--- src/rtl/crcchk_pkg.sv ---
package crcchk_pkg;
  localparam int CRC_W   = 32;
  localparam int OFF_W   = 16;
  localparam int START_W = 8;
  localparam int BYTE_W  = 8;

  typedef struct packed {
    logic [START_W-1:0] start;
    logic [OFF_W-1:0]   end_off;
    logic [OFF_W-1:0]   pos;
    logic               poly_sel;
    logic [CRC_W-1:0]   poly0;
    logic [CRC_W-1:0]   poly1;
    logic               mirror;
    logic               invert;
    logic               fcoe;
    logic               use_crc;
  } cfg_t;
endpackage

--- src/rtl/crcchk_window.sv ---
module crcchk_window
  import crcchk_pkg::*;
(
  input  logic [OFF_W-1:0] off,
  input  cfg_t             cfg,
  input  logic             last,
  output logic             in_win,
  output logic             zero_byte,
  output logic             cap_en,
  output logic             cap_last,
  output logic             close_now
);
  logic [OFF_W:0] off_x;
  logic [OFF_W:0] pos_x;
  logic [OFF_W:0] pos_end;
  logic [OFF_W:0] start_x;
  logic [OFF_W:0] end_x;
  logic           pos_inside;

  assign off_x   = {1'b0, off};
  assign pos_x   = {1'b0, cfg.pos};
  assign pos_end = pos_x + (OFF_W+1)'(3);
  assign start_x = (OFF_W+1)'(cfg.start);
  assign end_x   = {1'b0, cfg.end_off};

  assign pos_inside = (pos_x >= start_x) && (pos_x <= end_x);

  always_comb begin
    if (cfg.fcoe) begin
      in_win    = (off_x >= start_x) && !last;
      close_now = last && (off_x > start_x);
      zero_byte = 1'b0;
    end else begin
      in_win    = (off_x >= start_x) && (off_x <= end_x);
      close_now = (off_x == end_x);
      zero_byte = pos_inside && (off_x >= pos_x) && (off_x <= pos_end) && in_win;
    end
  end

  assign cap_en   = (off_x >= pos_x) && (off_x <= pos_end);
  assign cap_last = (off_x == pos_end);
endmodule

--- config.mk ---
export PLATFORM = sky130hd
export DESIGN_NAME = crcchk_window
export DESIGN_NICKNAME = d
export VERILOG_FILES = /design/src/rtl/crcchk_pkg.sv /design/src/rtl/crcchk_window.sv
export SDC_FILE = /design/constraint.sdc
export NUM_CORES = 1
export LEC_CHECK = 0
export CELL_PAD_IN_SITES_DETAIL_PLACEMENT = 1
export CELL_PAD_IN_SITES_GLOBAL_PLACEMENT = 2
export CORE_MARGIN = 10
export CORE_UTILIZATION = 38
export DETAILED_ROUTE_END_ITERATION = 8
export DONT_BUFFER_PORTS = 1
export PLACE_DENSITY = 0.95
export SLEW_MARGIN = 20
export SYNTH_ARGS = -nofsm -noshare
export SYNTH_HDL_FRONTEND = slang
export SYNTH_SLANG_ARGS = --single-unit
--- constraint.sdc ---
create_clock -name vclk -period 5.6
set_input_delay 0.56 -clock vclk [all_inputs]
set_output_delay 0.56 -clock vclk [all_outputs]
set_load 0.02 [all_outputs]
# After elaboration in Yosys (flattened, before gate mapping)
# Cells that the tools add are included.
# W data, S select, Z words.
[word_totals]
regBits = 0
inputBits = 126
output_inout_bits = 5
elab_cells = 22
[op_classes]
n_addsub = 1
order_cmp = 7
eq_ne = 2
mux = 3
reduce_logical = 9
[op_table]
columns = ["cell", "n"]
rows = [
  ["$ge A16 B8 Y1", 2],
  ["$le A16 B16 Y1", 2],
  ["$add A16 B2 Y17 const B", 1],
  ["$eq A16 B17 Y1", 1],
  ["$le A16 B17 Y1", 1],
  ["$eq A16 B16 Y1", 1],
  ["$ge A16 B16 Y1", 1],
  ["$gt A16 B8 Y1", 1],
  ["$logic_and A1 B1 Y1", 8],
  ["$mux W1", 3],
  ["$logic_not A1 Y1", 1],
]

# Longest topological paths before layout
[logic_depth]
ltp_word = 6
ltp_mapped = 14
mapped_depth_nobuf = 13

# Worst setup path before layout
# No wires, ideal clock.
[synth_path]
path_kind = "input to output"
startpoint = "input port cfg[69] in the netlist's numbering"
endpoint = "output port zero_byte"
t_arrival_ps = 3501
required_ps = 5040
setup_slack_ps = 1539
cell_stages = 14
path_buffers = 1
cell_sequence = "inv_1 -> ha_1 -> nor3_2 -> and3_1 -> clkbuf_1 -> nand3_1 -> xnor2_1 -> ha_1 -> nand4_1 -> nor2_1 -> a221o_1 -> or3_1 -> a32o_2 -> nor4_2"
[synth_via]
elab_chain_cells = 6
word_cells_on_any_way = 10
cone_classes = "add/sub (1); order compare (4); mux (1); reduce/logical (4)"
[synth_lines]
columns = ["item", "line_no", "rtl"]
rows = [
  ["from (decl)", "crcchk_window.sv:5", "input cfg_t cfg,"],
  ["parallel branches: the longest is 3 deep, another holds $add A16 B2 Y17", "--", ""],
  ["$logic_and A1 B1 Y1 (*) (2 in series)", "crcchk_window.sv:36", "zero_byte = pos_inside && (off_x >= pos_x) && (off_x <= pos_end) && in_win;"],
  ["$mux W1 (*)", "crcchk_window.sv:29", "if (cfg.fcoe) begin"],
  ["to (decl)", "crcchk_window.sv:8", "output logic zero_byte,"],
]
# Mark *: on every way between the ends.

# Worst setup path after layout
# Same ends and word-level chain as after synthesis.

==> flow_summary.toml <==
[sta]
final_critical_delay_including_setup_and_external_delays_ns = 4.75
slew_viol_final = 0
whs_ns = 1.28
highest_clock_rate_ghz = 0.211
final_critical_path_setup_slack_ns = 0.853
timing.max_slew.rel_slack_pct = 44.1
worstMarginPinSlew_ns = 0.836
totalNegativeSetupSlack_ns = 0
rsz0062_at_grt = "no"
finalSetupViolations = 0
hold_viol = 0
post-route-period-util_pct = 84.8

[layout]
final_cell_mix = "sky130_fd_sc_hd__ha_1 (81), sky130_fd_sc_hd__inv_1 (38), sky130_fd_sc_hd__a21oi_1 (24)"
diodes = 0
post-route-util_pct = 40.8
final_net_count = 490
layout.cell_area.non_filler_um2 = 2250
fin_cells = 353
drive_above_1_share_pct = 3.20
flow.area_growth_from_synthesis_pct = 4.00
flops_and_latches = 0
ff_latch_area_um2 = 0
number_of_clock_buffer_instances_in_the_layout = 0
most_frequent_standard_cell_in_the_layout_excluding_fill_and_tap_cells = "sky130_fd_sc_hd__ha_1"

[drt]
avgViaCountPerCell = 5.87
ant_nets = 0
num_vias = 2071
dr.pass1.iters = 4
remaining_drc_errors = 0
drt-total-wl_um = 6970
detail_route.wl_per_cell_um = 19.7
1st_iter_drt_viols = 38

[global_routing]
antenna_found_initial = 0
grt_first_pass_wirelength_um = 11200
first_global_vias = 2201
grt.overflow.total = 0
grt_start_max_net_pins = 7
grt_util_all_layers_pct = 15.2

[worst_setup_path]
setup.worst_path.start = "cfg[69]"
critPathMaxFanout = 5
cp_top_family = "simple AND/OR/NAND/NOR gates"
crit_path_top_delay_cell = "sky130_fd_sc_hd__nor4_1"
worst-endpoint-arrival_ns = 4.19
timing.critical_path.slowest_cell_delay_ns = 0.66
cp-start-kind = "primary input"
crit_path_cell_trace = "inv_1, ha_1, nor3_2, and3_1, nand3_1, xnor2_1, ha_1, nand4_1, nor4_1, nand4_1, a32o_2, nor4_2"
worstSetupPathType = "primary input to primary output"
setup.worst_path.end_class = "primary output"
worst_ep_required_time_ns = 5.04
worstPathBufferInverterCount = 1

[clock_network]
cts_hold_buffers = 0
cts_resized = 0
postCtsSetupRepairBufs = 0

[flow_run]
maxCapViolations = 0

[placement]
dpl_worst_slack_ns = 0.897
dpl_cell_area_um2 = 2250
dpl.cell_count = 353
final_weighted_congestion_in_routability_driven_placement = 0.872
detailed_place_hpwl_um = 6470
buffer_ports.inserted = 0

[die]
floorplan.rows = 27
die_width_um = 95.4
coreArea_um2 = 5510
io_pins = 131
initial_utilization_pct = 39.2
floorplan.die_area_um2 = 9100
die_ht_um = 95.4

[synthesis]
syn-mean-instance-area_um2 = 7.66
post_synthesis_sequential_area_ratio_pct = 0
yosysWarningCount = 0
mappedNetlistNets = 489
total_standard_cell_area_after_synthesis_um2 = 2160
syn-instance-count = 282
ys_types = 37

[power_and_ir_drop]
cellLeakagePower_nw = 1.16
pwr_density_cell_nw_per_um2 = 66.0
irDropWorstVdd_uv = 27.5
finalPower_uw = 148

[min_path]
worstHoldStart = "cfg[1]"
hold_path_class = "primary input to primary output"

[outcome]
status = "finished clean"
==> layout make-up <==
class / count / area (um^2)
fill: 709 / 3260
multi-input combinational: 239 / 2000
inverter: 42 / 158
tap: 72 / 90.1
==> cell usage after synthesis <==
cell | number | share of area [%]
sky130_fd_sc_hd__a2111oi_0 | 1 | 0.41
sky130_fd_sc_hd__clkbuf_1 | 1 | 0.17
sky130_fd_sc_hd__or3_1 | 1 | 0.29
sky130_fd_sc_hd__nand2b_1 | 1 | 0.29
sky130_fd_sc_hd__inv_1 | 38 | 6.6
sky130_fd_sc_hd__nand2_1 | 16 | 2.8
sky130_fd_sc_hd__o21ai_1 | 1 | 0.23
sky130_fd_sc_hd__a21o_1 | 10 | 3.5
sky130_fd_sc_hd__ha_1 | 81 | 47
sky130_fd_sc_hd__o31ai_1 | 1 | 0.35
sky130_fd_sc_hd__xor2_1 | 1 | 0.41
sky130_fd_sc_hd__a21boi_1 | 3 | 1.0
sky130_fd_sc_hd__o21ai_0 | 9 | 2.1
sky130_fd_sc_hd__o211ai_1 | 4 | 1.4
sky130_fd_sc_hd__a211oi_1 | 3 | 1.0
sky130_fd_sc_hd__a21oi_1 | 24 | 5.6
sky130_fd_sc_hd__a21oi_2 | 1 | 0.41
sky130_fd_sc_hd__nor2_1 | 6 | 1.0
sky130_fd_sc_hd__nand3_1 | 13 | 3.0
sky130_fd_sc_hd__nor4_2 | 1 | 0.58
sky130_fd_sc_hd__a211o_1 | 1 | 0.41
sky130_fd_sc_hd__nor4_4 | 1 | 0.98
sky130_fd_sc_hd__nand4_1 | 17 | 4.9
sky130_fd_sc_hd__nor4_1 | 5 | 1.4
sky130_fd_sc_hd__and2_1 | 1 | 0.29
sky130_fd_sc_hd__nor2b_1 | 4 | 1.2
sky130_fd_sc_hd__o21a_1 | 3 | 1.0
sky130_fd_sc_hd__a221o_1 | 3 | 1.4
sky130_fd_sc_hd__a31oi_1 | 1 | 0.29
sky130_fd_sc_hd__nor3_2 | 1 | 0.46
sky130_fd_sc_hd__a32o_2 | 1 | 0.52
sky130_fd_sc_hd__xnor2_1 | 13 | 5.3
sky130_fd_sc_hd__inv_2 | 4 | 0.70
sky130_fd_sc_hd__o32ai_1 | 1 | 0.41
sky130_fd_sc_hd__nor3_1 | 6 | 1.4
sky130_fd_sc_hd__and3_1 | 3 | 0.87
sky130_fd_sc_hd__o21bai_1 | 1 | 0.35
==> report_power, final <==
group | leakage, nW | internal, mW | switching, mW
logic | 1.16 | 0.0659 | 0.0824
registers | 0 | 0 | 0
clock network | 0 | 0 | 0
total | 1.16 | 0.0659 | 0.0824
==> final timing paths <==
kind  slack (ns)   endpoint  depth (start not counted)
max         0.85  zero_byte                         12
min         1.28  close_now                          1
==> routing by layer <==
layer  global-route usage, %  vias to the layer above  share of wire, %
met3                    3.77                        0               7.8
met5                       0                        -                 0
met4                       0                        0                 0
li1                        -                     1053                 -
met2                    28.5                       55                49
met1                    17.9                      963                44
==> kinds of logic (layout without fill, tap and decap cells) <==
kind of cell / after synthesis / in the layout / synth area share (%)
adders and majority gates: 81 / 81 / 46.9
and+or+nand+nor: 76 / 76 / 19.5
AOI/OAI and AO/OA: 68 / 68 / 20.4
buffers and inverters: 43 / 42 / 7.47
xor gates and xnor gates: 14 / 14 / 5.68
Power figures use the tool's default switching activity.
